`config.mk`:
```
export PLATFORM = sky130hd
export DESIGN_NAME = rx_packet_builder
export DESIGN_NICKNAME = d
export VERILOG_FILES = /design/src/rtl/rxpb_pkg.sv /design/src/rtl/rxpb_tick.sv /design/src/rtl/rxpb_sequencer.sv /design/src/rtl/rxpb_writer.sv /design/src/rtl/rx_packet_builder.sv
export SDC_FILE = /design/constraint.sdc
export NUM_CORES = 1
export LEC_CHECK = 0
export ABC_CLOCK_PERIOD_IN_PS = 2050
export BUFFER_PORTS_ARGS = -buffer_cell sky130_fd_sc_hd__clkbuf_2
export CORE_MARGIN = 2
export CORE_UTILIZATION = 55
export DETAILED_ROUTE_END_ITERATION = 8
export PLACE_DENSITY = 0.75
export SYNTH_ARGS = -nofsm -noshare
export SYNTH_HDL_FRONTEND = slang
export SYNTH_SLANG_ARGS = --single-unit
```
`constraint.sdc`:
```
create_clock -name clk -period 2.05 [get_ports clk]
set_input_delay 0.205 -clock clk [delete_from_list [all_inputs] [get_ports clk]]
set_output_delay 0.205 -clock clk [all_outputs]
set_load 0.005 [all_outputs]
```
`src/rtl/rxpb_pkg.sv`:
```
package rxpb_pkg;
   typedef enum logic [1:0] {
      W_HDR0 = 2'd0,
      W_HDR1 = 2'd1,
      W_SMP  = 2'd2
   } word_kind_t;

   typedef enum logic [2:0] {
      S_IDLE  = 3'd0,
      S_HEAD0 = 3'd1,
      S_HEAD1 = 3'd2,
      S_FILL  = 3'd3,
      S_DROP  = 3'd4
   } seq_state_t;
endpackage

```
`src/rtl/rxpb_tick.sv`:
```
module rxpb_tick #(
   parameter int TS_W         = 32,
   parameter bit USE_EXT_TICK = 1'b0
) (
   input  logic            clk,
   input  logic            rst_n,
   input  logic [TS_W-1:0] tick_in,
   output logic [TS_W-1:0] tick_now
);
   generate
      if (USE_EXT_TICK) begin : g_ext
         logic unused_clk;
         assign unused_clk = clk ^ rst_n;
         assign tick_now   = tick_in;
      end else begin : g_int
         logic [TS_W-1:0] cnt_q;
         logic            unused_tick;
         assign unused_tick = ^tick_in;
         always_ff @(posedge clk) begin
            if (!rst_n) cnt_q <= '0;
            else        cnt_q <= cnt_q + TS_W'(1);
         end
         assign tick_now = cnt_q;
      end
   endgenerate
endmodule

```
`src/rtl/rxpb_sequencer.sv`:
```
module rxpb_sequencer
   import rxpb_pkg::*;
#(
   parameter int N_SMP   = 126,
   parameter int WORD_W  = 32,
   parameter int TS_W    = 32,
   parameter int SPACE_W = 10
) (
   input  logic               clk,
   input  logic               rst_n,
   input  logic               smp_valid,
   input  logic [WORD_W-1:0]  smp_word,
   input  logic [TS_W-1:0]    tick_now,
   input  logic [SPACE_W-1:0] fifo_space,
   output logic               req_valid,
   output word_kind_t         req_kind,
   output logic [WORD_W-1:0]  held_word,
   output logic [TS_W-1:0]    ts_q,
   output logic               ovr_flag,
   output logic               in_drop
);
   localparam int PKT_WORDS = N_SMP + 2;
   localparam int CNT_W     = $clog2(N_SMP + 1);

   seq_state_t        st;
   logic [CNT_W-1:0]  cnt;
   logic              pend;
   logic              ovr_pend;
   logic              room;

   assign room = (fifo_space >= SPACE_W'(PKT_WORDS));

   always_ff @(posedge clk) begin
      if (!rst_n) begin
         st        <= S_IDLE;
         cnt       <= '0;
         pend      <= 1'b0;
         held_word <= '0;
         ts_q      <= '0;
         ovr_pend  <= 1'b0;
      end else begin
         unique case (st)
            S_IDLE: begin
               if (smp_valid) begin
                  cnt <= CNT_W'(1);
                  if (room) begin
                     st        <= S_HEAD0;
                     ts_q      <= tick_now;
                     held_word <= smp_word;
                     pend      <= 1'b1;
                  end else begin
                     st       <= S_DROP;
                     ovr_pend <= 1'b1;
                  end
               end
            end
            S_HEAD0: begin
               ovr_pend <= 1'b0;
               st       <= S_HEAD1;
            end
            S_HEAD1: st <= S_FILL;
            S_FILL: begin
               pend <= smp_valid;
               if (smp_valid) begin
                  held_word <= smp_word;
                  cnt       <= cnt + CNT_W'(1);
               end else if (cnt == CNT_W'(N_SMP)) begin
                  st  <= S_IDLE;
                  cnt <= '0;
               end
            end
            S_DROP: begin
               if (smp_valid) begin
                  if (cnt == CNT_W'(N_SMP - 1)) begin
                     st  <= S_IDLE;
                     cnt <= '0;
                  end else begin
                     cnt <= cnt + CNT_W'(1);
                  end
               end
            end
            default: st <= S_IDLE;
         endcase
      end
   end

   always_comb begin
      req_valid = 1'b0;
      req_kind  = W_SMP;
      unique case (st)
         S_HEAD0: begin req_valid = 1'b1; req_kind = W_HDR0; end
         S_HEAD1: begin req_valid = 1'b1; req_kind = W_HDR1; end
         S_FILL:  begin req_valid = pend; req_kind = W_SMP;  end
         default: ;
      endcase
   end

   assign ovr_flag = ovr_pend;
   assign in_drop  = (st == S_DROP);

   // the flag reported in a header is gone by the next header word
   a_r8_flag_cleared: assert property (@(posedge clk) disable iff (!rst_n)
      (st == S_HEAD1) |-> !ovr_pend);

   // sample count never runs past one packet
   a_r7_count_bound: assert property (@(posedge clk) disable iff (!rst_n)
      (cnt <= CNT_W'(N_SMP)));
endmodule

```
`src/rtl/rxpb_writer.sv`:
```
module rxpb_writer
   import rxpb_pkg::*;
#(
   parameter int WORD_W    = 32,
   parameter int TS_W      = 32,
   parameter int CHAN_W    = 5,
   parameter int CHAN_ID   = 0,
   parameter int PAY_BYTES = 504
) (
   input  logic              clk,
   input  logic              rst_n,
   input  logic              req_valid,
   input  word_kind_t        req_kind,
   input  logic [WORD_W-1:0] held_word,
   input  logic [TS_W-1:0]   ts_q,
   input  logic              ovr_flag,
   output logic              fifo_wr,
   output logic [WORD_W-1:0] fifo_data,
   output word_kind_t        kind_q
);
   logic [WORD_W-1:0] hdr0_word;
   logic [WORD_W-1:0] ts_word;

   always_comb begin
      hdr0_word                 = '0;
      hdr0_word[WORD_W-1]       = ovr_flag;
      hdr0_word[16 +: CHAN_W]   = CHAN_W'(CHAN_ID);
      hdr0_word[15:0]           = 16'(PAY_BYTES);
   end

   generate
      if (TS_W == WORD_W) begin : g_ts_full
         assign ts_word = ts_q;
      end else begin : g_ts_pad
         assign ts_word = {{(WORD_W - TS_W){1'b0}}, ts_q};
      end
   endgenerate

   always_ff @(posedge clk) begin
      if (!rst_n) begin
         fifo_wr   <= 1'b0;
         fifo_data <= '0;
         kind_q    <= W_HDR0;
      end else begin
         fifo_wr <= req_valid;
         if (req_valid) begin
            kind_q <= req_kind;
            unique case (req_kind)
               W_HDR0:  fifo_data <= hdr0_word;
               W_HDR1:  fifo_data <= ts_word;
               default: fifo_data <= held_word;
            endcase
         end
      end
   end

   // header word 1 is always written on the cycle after header word 0
   a_r2_hdr_pair: assert property (@(posedge clk) disable iff (!rst_n)
      (fifo_wr && kind_q == W_HDR0) |=> (fifo_wr && kind_q == W_HDR1));
endmodule

```
`src/rtl/rx_packet_builder.sv`:
```
module rx_packet_builder
   import rxpb_pkg::*;
#(
   parameter int N_SMP        = 126,
   parameter int IQ_W         = 16,
   parameter int TS_W         = 32,
   parameter int CHAN_W       = 5,
   parameter int CHAN_ID      = 0,
   parameter int SPACE_W      = 10,
   parameter bit USE_EXT_TICK = 1'b0
) (
   input  logic                 clk,
   input  logic                 rst_n,
   input  logic                 smp_valid,
   input  logic [IQ_W-1:0]      smp_i,
   input  logic [IQ_W-1:0]      smp_q,
   input  logic [TS_W-1:0]      tick_in,
   input  logic [SPACE_W-1:0]   fifo_space,
   output logic                 fifo_wr,
   output logic [2*IQ_W-1:0]    fifo_data
);
   localparam int WORD_W    = 2 * IQ_W;
   localparam int PKT_WORDS = N_SMP + 2;
   localparam int PAY_BYTES = N_SMP * WORD_W / 8;

   initial begin
      assert (WORD_W == 32) else $error("sample word must be 32 bits");
      assert (N_SMP >= 2) else $error("packet needs at least two samples");
      assert (TS_W <= WORD_W) else $error("stamp wider than a word");
      assert (CHAN_W <= 15) else $error("channel field too wide");
      assert (CHAN_ID < (1 << CHAN_W)) else $error("channel id out of range");
      assert (PAY_BYTES < 65536) else $error("payload length overflows field");
      assert (PKT_WORDS < (1 << SPACE_W)) else $error("space port too narrow");
   end

   logic [TS_W-1:0]   tick_now;
   logic              req_valid;
   word_kind_t        req_kind;
   word_kind_t        kind_q;
   logic [WORD_W-1:0] held_word;
   logic [TS_W-1:0]   ts_q;
   logic              ovr_flag;
   logic              in_drop;

   rxpb_tick #(.TS_W(TS_W), .USE_EXT_TICK(USE_EXT_TICK)) u_tick (
      .clk(clk), .rst_n(rst_n), .tick_in(tick_in), .tick_now(tick_now)
   );

   rxpb_sequencer #(
      .N_SMP(N_SMP), .WORD_W(WORD_W), .TS_W(TS_W), .SPACE_W(SPACE_W)
   ) u_seq (
      .clk(clk), .rst_n(rst_n), .smp_valid(smp_valid),
      .smp_word({smp_i, smp_q}), .tick_now(tick_now), .fifo_space(fifo_space),
      .req_valid(req_valid), .req_kind(req_kind), .held_word(held_word),
      .ts_q(ts_q), .ovr_flag(ovr_flag), .in_drop(in_drop)
   );

   rxpb_writer #(
      .WORD_W(WORD_W), .TS_W(TS_W), .CHAN_W(CHAN_W), .CHAN_ID(CHAN_ID),
      .PAY_BYTES(PAY_BYTES)
   ) u_wr (
      .clk(clk), .rst_n(rst_n), .req_valid(req_valid), .req_kind(req_kind),
      .held_word(held_word), .ts_q(ts_q), .ovr_flag(ovr_flag),
      .fifo_wr(fifo_wr), .fifo_data(fifo_data), .kind_q(kind_q)
   );

   // a discarded packet produces no FIFO traffic
   a_r7_drop_quiet: assert property (@(posedge clk) disable iff (!rst_n)
      (in_drop && $past(in_drop)) |-> !fifo_wr);

   // every first header word carries this channel's number
   a_r3_chan_field: assert property (@(posedge clk) disable iff (!rst_n)
      (fifo_wr && kind_q == W_HDR0) |-> (fifo_data[16 +: CHAN_W] == CHAN_W'(CHAN_ID)));
endmodule

```
# Yosys cells after proc, flatten, opt, wreduce, memory -nomap -nowiden
# Cells that the tools add are included.
# op_classes
eq_ne	16
order_cmp	1
n_reduce_logical	12
muxes	26
n_addsub	2
# ops
op	count
32-bit one-hot mux with 2 select lines	2
32-bit 2-to-1 mux	3
7-bit 2-to-1 mux	5
32-bit by 1-bit adder with 32-bit output, second input constant	1
7-bit one-hot mux with 3 select lines	1
3-bit 2-to-1 mux	6
3-bit one-hot mux with 5 select lines	1
7-bit == test, second input constant	2
10-bit by 8-bit >= comparator with 1-bit output, second input constant	1
2-bit inequality test, second input constant	5
3-bit AND reduction	3
4-bit AND reduction	2
7-bit by 1-bit adder with 7-bit output, second input constant	1
3-bit by 2-bit == test with 1-bit output, second input constant	2
2-bit by 1-bit inequality test with 1-bit output, second input constant	3
1-bit one-hot mux with 2 select lines	3
5-bit AND reduction	1
1-bit 2-to-1 mux	4
2-bit one-hot mux with 2 select lines	1
2-bit nonzero test	2
3-bit by 1-bit == test with 1-bit output, second input constant	1
3-bit == test, second input constant	1
3-bit logical NOT	1
3-bit by 2-bit inequality test with 1-bit output, second input constant	1
4 further kinds	4
# word_totals
word_cells	66
reg_bits	141
in_bits	77
out_inout_bits	33

# Logic depth before layout (Yosys ltp)
# Gate-level depths: netlist of run 1.
# depth
depth_word	4
ltp_mapped	8
ltp_nobuf	7

# Cells and area by module
# A second synthesis of run 1 with hierarchy kept.
# unflattened
hier_cells	697
hier_area_um2	6194.7
# by_module_without_submodules
module	area_per_inst_um2	cells_each	seq_area_each_um2	instances
rxpb_sequencer	3179.3	392	1521.5	1
rxpb_writer	1549.0	137	700.7	1
rxpb_tick	1466.4	168	640.6	1

# Worst setup path after synthesis of run 1
# No wires, ideal clock.
# synth_timing
path_type	register to register
startpoint	reg u_tick.g_int.cnt_q[0] (netlist: u_tick.tick_now[0])
endpoint	reg u_tick.g_int.cnt_q[14] (netlist: u_tick.tick_now[14])
synth_period_minus_slack_ns	1.691
required_ns	1.980
path_stages_with_launch	7
setup_time_ns	0.070
t_arrival_ns	1.621
path_slack_ns	0.359
n_path_buf	1
cell_sequence	dfxtp_1 -> ha_1 -> nand3_1 -> or4_1 -> buf_2 -> or3_1 -> a21boi_1
# synth_via
elab_chain_cells	1
# synth_lines
element	line	text
from (decl)	rxpb_tick.sv:16	logic [TS_W-1:0] cnt_q;
from (signal assigned)	rxpb_tick.sv:21	else cnt_q <= cnt_q + TS_W'(1);
32-bit by 1-bit adder with 32-bit output	rxpb_tick.sv:21	
# Every way passes these cells.
# A chain may end at the register's enable or synchronous reset.

# Worst setup path after layout of run 1
# Ends and elaborated chain as after synthesis.

==> impl_metrics.ini, run 1 <==
[run_status]
status = finished, final reports clean

[power]
p_seq_share_pct = 46.1
ir_worst_vdd_mv = 0.4270
combPwrFrac_pct = 11.3
p_sw_mw = 1.579
internal-power_mw = 4.755
power_mw = 6.334
swShare_pct = 24.93
pwr-share-clk_pct = 42.6
powerDensity_nw_per_um2 = 884.9
leakage_nw = 2.689

[placed_design]
gp_congestion = 0.8545
place_hpwl_mm = 8.501
portBuffers = 70
place_inst = 829
placed_area_um2 = 6325
dp_slack_ns = 0.1562

[timing]
relSlewSlack_pct = 62.46
finalCritPeriodShare_pct = 91.22
whs_ns = 0.04595
fin_crit_ns = 1.870
rsz0062_at_grt = false
worstMarginPinSlew_ns = 0.5631
clock_skew_ns = 0.008010
clock.fmax_mhz = 534.7
setup-violations-final = 0
setup_tns_ns = 0
drv_slew = 0
finalHoldViolCount = 0
setup_ws_ns = 0.1799

[cells_and_area]
n_antenna_cell = 0
finish.utilization_pct = 69.65
seq_area_um2 = 2823
syn_to_final_growth_pct = 23.46
nets = 825
drive_above_1_share_pct = 16.95
n_fill_cell = 801
multi_input_area_um2 = 2769
stdcell_count = 891
final_cell_mix = nand2_1 (146), dfxtp_1 (141), clkbuf_2 (70), a21boi_0 (46), dlygate4sd3_1 (32)
layout_commonest_cell = nand2_1
design_area_um2 = 7158

[yosys]
synth_top_family_by_area = simple AND/OR/NAND/NOR gates
synth_compound_area_share_pct = 20.31
synth.avg_cell_area_um2 = 8.975
muxShareOfSynthArea_pct = 0
synthAdderAreaFrac_pct = 0.8632
post_synth_instance_area_um2 = 5798
synth.distinct_cells = 50
synth_edf_count = 0
synth-xor-area-share_pct = 4.834
synth_fp_nets = 727
async_flop_share_pct = 0
yosys_register_bits = 141
synth_seq_area_share_pct = 48.68
netlist_instances = 646
yosys.area_share.simple_pct = 21.56
ys.flop_type = dfxtp_1
synth_warnings = 0

[floorplanning]
num_rows = 37
die_x_um = 106.7
die_h_um = 106.7
core_um2 = 10280
io_pins = 110
die_area_um2 = 11380
start_util_pct = 56.42

[flow_run]
drv_cap = 0

[global_route]
overflow = 0
grt_pass1_wl_mm = 22.54
grt_start_max_net_pins = 62
grt_pass1_vias = 4913
grt_usage_pct = 24.70
antenna_found_initial = 0

[route]
vias = 4959
dr.pass1.iters = 6
wirelength_mm = 13.34
route.detailed.drc = 0
drt_iter0_markers = 297
wl_per_cell_um = 14.97
ant_nets = 0
viasPerCell = 5.566

[clock_tree]
cts_max_level = 4
post_cts_resized = 0
cts_made_buffers = 17
cts_tree = done
clock_path_buffers = 2
clkTransAtPathRegs_ns = 0.06
clk_latency_ns = 0.52
clock_sinks = 141
root_buffer = clkbuf_8

[worst_setup_path]
worstPathRequired_ns = 2.50
path_max_fanout = 6
cp-end-kind = register
crit_type = reg -> reg
crit_arrival_ns = 2.32
critPathLaunchType = register

[min_path]
hp-class = in -> reg
## synth_stat cells, drive strengths merged (2+ instances only)
| cell type | instances | area [um2] |
|---|---|---|
| a21boi | 68 | 510.5 |
| a21oi | 3 | 15.01 |
| a22oi | 27 | 202.7 |
| a31oi | 2 | 12.51 |
| and2 | 29 | 181.4 |
| and3 | 7 | 43.79 |
| and4 | 4 | 35.03 |
| buf | 18 | 90.09 |
| clkbuf | 26 | 97.59 |
| dfxtp | 141 | 2823 |
| ha | 4 | 50.05 |
| inv | 8 | 30.03 |
| nand2 | 146 | 548.0 |
| nand2b | 2 | 12.51 |
| nand3 | 15 | 80.08 |
| nand4 | 15 | 100.1 |
| nor2 | 17 | 66.32 |
| nor2b | 5 | 31.28 |
| nor3 | 9 | 50.05 |
| nor4 | 3 | 25.02 |
| o211ai | 2 | 15.01 |
| o21ai | 6 | 30.02 |
| o22ai | 7 | 43.79 |
| o2bb2ai | 31 | 271.5 |
| or3 | 5 | 31.28 |
| xnor2 | 25 | 219.0 |
| xor2 | 7 | 61.31 |
## registers in the layout, summed over array words and instances (netlist names)
register         flops
u_seq.ts_q          32
u_seq.pend           1
u_seq.cnt            7
u_seq.st             3
u_wr.fifo_data      32
u_wr.fifo_wr         1
u_seq.held_word     32
u_seq.ovr_flag       1
u_tick.tick_now     32
## area by class of cell
type | count | area share, %
Clock inverter | 8 | 0.9788
Inverter | 8 | 0.4195
Sequential cell | 141 | 39.43
Tap cell | 136 | 2.377
Clock buffer | 22 | 6.188
Timing Repair Buffer | 123 | 11.92
Multi-Input combinational cell | 453 | 38.68
## routing by layer
metal | routed length (um) | track usage (%) | up-vias
met1 | 5944 | 30.00 | 2347
met2 | 6525 | 42.99 | 140
met3 | 632 | 4.985 | 24
met4 | 236 | 9.555 | 0
li1 | - | - | 2448
met5 | 0 | 0 | -
## final timing paths
| kind | startpoint | endpoint | slack, ns | depth (start not counted) |
|---|---|---|---|---|
| max reg2reg | u_tick.tick_now[0] | u_tick.tick_now[14] | 0.18 | 5 |
| min reg2reg | u_seq.held_word[26] | u_seq.held_word[26] | 0.45 | 2 |
| min | rst_n | u_seq.st[2] | 0.05 | 3 |
| max | u_tick.tick_now[0] | u_tick.tick_now[14] | 0.18 | 5 |
## cells by family after synthesis
family	Yosys count
xor+xnor	32
compound gates	154
buf+inv	52
flops	141
simple gates	263
fa+ha+maj	4
## what timing repair did
action | in CTS | in global routing
setup buffers | 0 | 0
hold endpoints to repair | 32 | 0
hold buffers | 32 | 0
endpoints found under the setup margin | 0 | 0
## critical path: stages, from the launching register on
cell and delay, ns:
dfxtp_1 0.40, ha_1 0.24, nand3_1 0.14, or4_1 0.53, or3_1 0.35, a21boi_1 0.15
## power by group through the flow
stage          registers [mW]  clock network (mW)  logic [mW]
2_1_floorplan            2.96                   0       0.423
3_3_place_gp             2.97                   0       0.651
3_5_place_dp             2.98                   0       0.665
4_1_cts                  2.92                2.75       0.715
5_1_grt                  2.93                2.83       0.789
6_report                 2.92                2.70       0.714
Note: power is estimated with default switching activity, not from simulation.
==> run 2, diff against run 1 <==
--- a/config.mk
+++ b/config.mk
@@ -6,7 +6,7 @@
 export NUM_CORES = 1
 export LEC_CHECK = 0
 export ABC_CLOCK_PERIOD_IN_PS = 2050
-export BUFFER_PORTS_ARGS = -buffer_cell sky130_fd_sc_hd__clkbuf_2
+export BUFFER_PORTS_ARGS = -buffer_cell sky130_fd_sc_hd__buf_2
 export CORE_MARGIN = 2
 export CORE_UTILIZATION = 55
 export DETAILED_ROUTE_END_ITERATION = 8
==> run 2 against run 1 <==
Against the previous run:
- count of clock-buffer cells in the layout is 3 lower
- worst hold slack better by 0.045 ns
- final cell count stayed put
- utilization is 0.83 points higher
- sequential share of layout area fell by 0.46 points
- wire length rose by 0.60%
- register-to-register slack worse by 0.06 ns
- die area unchanged
- non-clock buffer count stayed put
- largest power group is now the clock network
==> impl_metrics.ini, run 2 (synthesis gave the netlist of run 1 again) <==
[run_status]
status = finished, final reports clean

[timing]
setup-violations-final = 0
fin_crit_ns = 1.929
setup_tns_ns = 0
worstMarginPinSlew_ns = 0.5388
setup_ws_ns = 0.1208
relSlewSlack_pct = 63.75
rsz0062_at_grt = false
finalCritPeriodShare_pct = 94.11
finalHoldViolCount = 0
clock_skew_ns = 0.01585
clock.fmax_mhz = 518.3
drv_slew = 0

[clock_tree]
clock_sinks = 141
post-cts-setup-buffer-count = 0
clkTransAtPathRegs_ns = 0.06
cts_tree = done
cts_max_level = 4
hold_buffers = 33
clk_latency_ns = 0.52
post_cts_resized = 0
clock_path_buffers = 2
cts_made_buffers = 17
root_buffer = clkbuf_8

[power]
pwr-share-clk_pct = 46.5
powerDensity_nw_per_um2 = 936.4
internal-power_mw = 5.161
p_sw_mw = 1.622
ir_worst_vdd_mv = 0.5029
leakage_nw = 2.744
p_seq_share_pct = 43.1
combPwrFrac_pct = 10.4
swShare_pct = 23.91

[min_path]
hold_depth = 4
min_to = u_seq.st[2]
worstHoldStart = fifo_space[7]
hp-class = in -> reg

[floorplanning]
die_area_um2 = 11380
io_pins = 110
die_h_um = 106.7
num_rows = 37
start_util_pct = 56.42
die_x_um = 106.7
core_um2 = 10280

[cells_and_area]
nets = 825
n_antenna_cell = 0
stdcell_count = 891
drive_above_1_share_pct = 17.35
syn_to_final_growth_pct = 24.92
final_cell_mix = nand2_1 (146), dfxtp_1 (141), buf_2 (70), a21boi_0 (46), dlygate4sd3_1 (33)
n_fill_cell = 807
layout_commonest_cell = nand2_1

[route]
vias = 4904
dr_wl_met2_mm = 6.479
viasPerCell = 5.504
wl_per_cell_um = 15.06
route.detailed.drc = 0
drt_iter0_markers = 298
ant_nets = 0
wirelength_mm = 13.42
wl_met1_mm = 6.129
dr.pass1.iters = 4
top_layer = met4
met3_length_um = 572

[global_route]
grt_pass1_vias = 4887
overflow = 0
grt_pass1_wl_mm = 22.27
antenna_found_initial = 0
grt_usage_pct = 24.59
grt_start_max_net_pins = 62

[worst_setup_path]
critPathLaunchType = register
max_stage_delay_ns = 0.53
rr_startpoint = u_seq.st[0]
crit_family = simple AND/OR/NAND/NOR gates
r2r_cells = 5
timing.rr.end = u_wr.fifo_data[24]
crit_arrival_ns = 2.33
crit_chain = nor2_2, or3_1, buf_4, a22oi_1, o2bb2ai_1
crit_slowest_cell = or3_1
crit_type = reg -> reg
path_max_fanout = 19
critPathBufInv = 1
cp-end-kind = register
worstPathRequired_ns = 2.45
r2r_slack_ns = 0.12

[flow_run]
drv_cap = 0

[placed_design]
gp_congestion = 0.8635
place_inst = 828
portBuffers = 70
place_hpwl_mm = 8.398
dp_slack_ns = 0.1815
## run 2: worst reg2reg max path: cells and delay by family, from the launching register on
kind                   cells  cell delay [ns]
buffers and inverters      1             0.28
flip-flops                 1             0.52
AND/OR/NAND/NOR            2             0.70
AO/OA/AOI/OAI              2             0.32
## run 2: layout make-up
class / instances / area, um2 / area share, %
Timing Repair Buffer: 123 / 843.3 / 11.64
Inverter: 8 / 30.03 / 0.4146
Sequential cell: 141 / 2823 / 38.97
Tap cell: 136 / 170.2 / 2.349
Clock inverter: 11 / 166.4 / 2.297
Multi-Input combinational cell: 453 / 2769 / 38.23
Clock buffer: 19 / 441.7 / 6.098
## run 2: metal layers
layer  vias to the layer above  track usage [%]
met3                        19            5.228
met5                         -                0
met4                         0            9.647
li1                       2436                -
met1                      2316            29.80
met2                       133            42.63
## run 2: metrics by stage
stage / total power [mW] / instance area [um2] / hold slack [ns] / utilization (%)
6_report: 6.783 / 7243 / 0.09066 / 70.48
4_1_cts: 6.824 / 7243 / 0.06156 / 70.48
5_1_grt: 7.011 / 7243 / 0.09934 / 70.48
3_3_place_gp: 3.613 / 6305 / 0.4381 / 61.35
3_5_place_dp: 3.630 / 6305 / 0.4413 / 61.35
2_1_floorplan: 3.381 / 5798 / 0.3398 / -
## run 2: how the worst max path moves through the flow
stage / start / to / slack, ns / cells after the start
4_1_cts: u_seq.st[0] / u_wr.fifo_data[13] / 0.16 / 5
5_1_grt: u_seq.st[0] / u_wr.fifo_data[24] / 0.02 / 5
6_report: u_seq.st[0] / u_wr.fifo_data[24] / 0.12 / 5
3_3_place_gp: u_seq.st[0] / u_wr.fifo_data[29] / 0.23 / 5
3_5_place_dp: u_seq.st[0] / u_wr.fifo_data[24] / 0.18 / 5
2_1_floorplan: u_tick.tick_now[0] / u_tick.tick_now[14] / 0.36 / 6
## run 2: power by group through the flow
stage                     sequential [mW]  clock, mW  combinational, mW
after floorplan                      2.96          0              0.423
after global placement               2.97          0              0.642
after detailed placement             2.98          0              0.653
after CTS                            2.92       3.20              0.708
after global routing                 2.93       3.30              0.775
final                                2.92       3.15              0.708
==> run 3, diff against run 2 <==
--- a/config.mk
+++ b/config.mk
@@ -10,6 +10,7 @@
 export CORE_MARGIN = 2
 export CORE_UTILIZATION = 55
 export DETAILED_ROUTE_END_ITERATION = 8
+export GPL_TIMING_DRIVEN = 0
 export PLACE_DENSITY = 0.75
 export SYNTH_ARGS = -nofsm -noshare
 export SYNTH_HDL_FRONTEND = slang
==> run 3 against run 2 <==
Against the previous run:
- clock power decreased by 9.8%
- fmax decreased by 1.7%
- critical path type unchanged
- wire length increased by 5.7%
- critical endpoint is now u_wr.fifo_data[2]
- utilization decreased by 0.27 points
- highest routed layer unchanged
- critical path depth increased by 3
==> impl_metrics.ini, run 3 (synthesis gave the netlist of run 1 again) <==
[run_status]
status = finished, final reports clean

[power]
power_mw = 6.488
leakage_nw = 2.731
ir_worst_vdd_mv = 0.5069
powerDensity_nw_per_um2 = 899.1

[route]
drt_iter0_markers = 282
route.detailed.drc = 0
wirelength_mm = 14.19
dr.pass1.iters = 5
wl_per_cell_um = 15.50
viasPerCell = 5.515
ant_nets = 0
vias = 5046

[worst_setup_path]
critPathBufInv = 4
crit_arrival_ns = 2.38
crit_family = buffers and inverters
crit_chain = buf_2, and2_1, buf_2, or3_1, buf_2, clkbuf_2, a22oi_1, o2bb2ai_1
path_max_fanout = 10
r2r_cells = 8
crit_type = reg -> reg
crit_slowest_cell = or3_1
max_stage_delay_ns = 0.31
crit_top_cell = buf_2
r2r_slack_ns = 0.09
cp-end-kind = register
worstPathRequired_ns = 2.47
critPathLaunchType = register
rr_startpoint = u_seq.st[0]
timing.rr.end = u_wr.fifo_data[2]

[cells_and_area]
finish.utilization_pct = 70.21
seq_area_um2 = 2823
design_area_um2 = 7216
layout_commonest_cell = nand2_1
n_fill_cell = 826
n_antenna_cell = 0
stdcell_count = 915
final_cell_mix = nand2_1 (146), dfxtp_1 (141), buf_2 (86), a21boi_0 (46), dlygate4sd3_1 (32)
drive_above_1_share_pct = 17.46
syn_to_final_growth_pct = 24.45
multi_input_area_um2 = 2779
nets = 847

[clock_tree]
clock_sinks = 141
cts_max_level = 4
clock_path_buffers = 2
cts_made_buffers = 17
clkTransAtPathRegs_ns = 0.06
root_buffer = clkbuf_8
clk_latency_ns = 0.53
cts_tree = done

[timing]
clock_skew_ns = 0.006855
finalHoldViolCount = 0
whs_ns = 0.07304
worstMarginPinSlew_ns = 0.8414
finalCritPeriodShare_pct = 95.70
rsz0062_at_grt = true
setup-violations-final = 0
fin_crit_ns = 1.962
relSlewSlack_pct = 43.19
clock.fmax_mhz = 509.7
setup_tns_ns = 0
setup_ws_ns = 0.08811
drv_slew = 0

[min_path]
worstHoldStart = fifo_space[7]
min_to = u_seq.st[2]
hp-class = in -> reg
hold_depth = 4

[global_route]
grt_start_max_net_pins = 17
antenna_found_initial = 0
grt_usage_pct = 25.99
grt_pass1_vias = 5020
grt_pass1_wl_mm = 23.41
overflow = 0

[flow_run]
drv_cap = 0

[floorplanning]
core_um2 = 10280
die_area_um2 = 11380
io_pins = 110
num_rows = 37
start_util_pct = 56.42
die_h_um = 106.7
die_x_um = 106.7

[placed_design]
portBuffers = 70
place_hpwl_mm = 9.785
gp_congestion = 0.9351
placed_area_um2 = 6319
dp_slack_ns = -0.2539
place_inst = 852
-- run 3: worst register-to-register path, cell delays in order, from the launching register on --
cell and delay, ns:
dfxtp_1 0.29, buf_2 0.17, and2_1 0.15, buf_2 0.16, or3_1 0.31, buf_2 0.20, clkbuf_2 0.24, a22oi_1 0.21
o2bb2ai_1 0.11
-- run 3: routing by layer --
| layer | vias up | track usage (%) | wire [um] |
|---|---|---|---|
| li1 | 2488 | - | - |
| met1 | 2382 | 32.79 | 6394 |
| met2 | 154 | 43.31 | 6823 |
| met3 | 22 | 6.626 | 747 |
| met4 | 0 | 8.998 | 221 |
| met5 | - | 0 | 0 |
-- run 3: what timing repair did --
item,in CTS,in global routing
gates resized for setup,3,19
endpoints found under the setup margin,26,55
endpoints found under the hold margin,32,0
pin swaps,0,0
hold buffers,32,0
setup buffers,0,0
-- run 3: area by class of cell --
type                            count  area share, %
Clock inverter                     13          1.734
Tap cell                          136          2.358
Multi-Input combinational cell    453          38.51
Clock buffer                       19          5.844
Buffer                             43          2.722
Inverter                            8         0.4162
Timing Repair Buffer              102          9.294
Sequential cell                   141          39.12
-- run 3: power breakdown --
group          switching, mW  internal, mW
Sequential            0.0640          2.85
Combinational          0.453         0.279
Clock                   1.13          1.71
Total                   1.65          4.84
-- run 3: worst max-delay path by stage --
| stage | start | end | slack, ns | cells past startpoint |
|---|---|---|---|---|
| final | u_seq.st[0] | u_wr.fifo_data[2] | 0.09 | 8 |
| after global routing | u_seq.st[0] | u_wr.fifo_data[13] | -0.005 | 8 |
| after CTS | u_seq.st[0] | u_wr.fifo_data[13] | 0.04 | 8 |
| after detailed placement | u_seq.st[1] | u_wr.fifo_data[10] | -0.25 | 6 |
| after global placement | u_seq.st[1] | u_wr.fifo_data[9] | -0.19 | 6 |
| after floorplan | u_tick.tick_now[0] | u_tick.tick_now[14] | 0.36 | 6 |
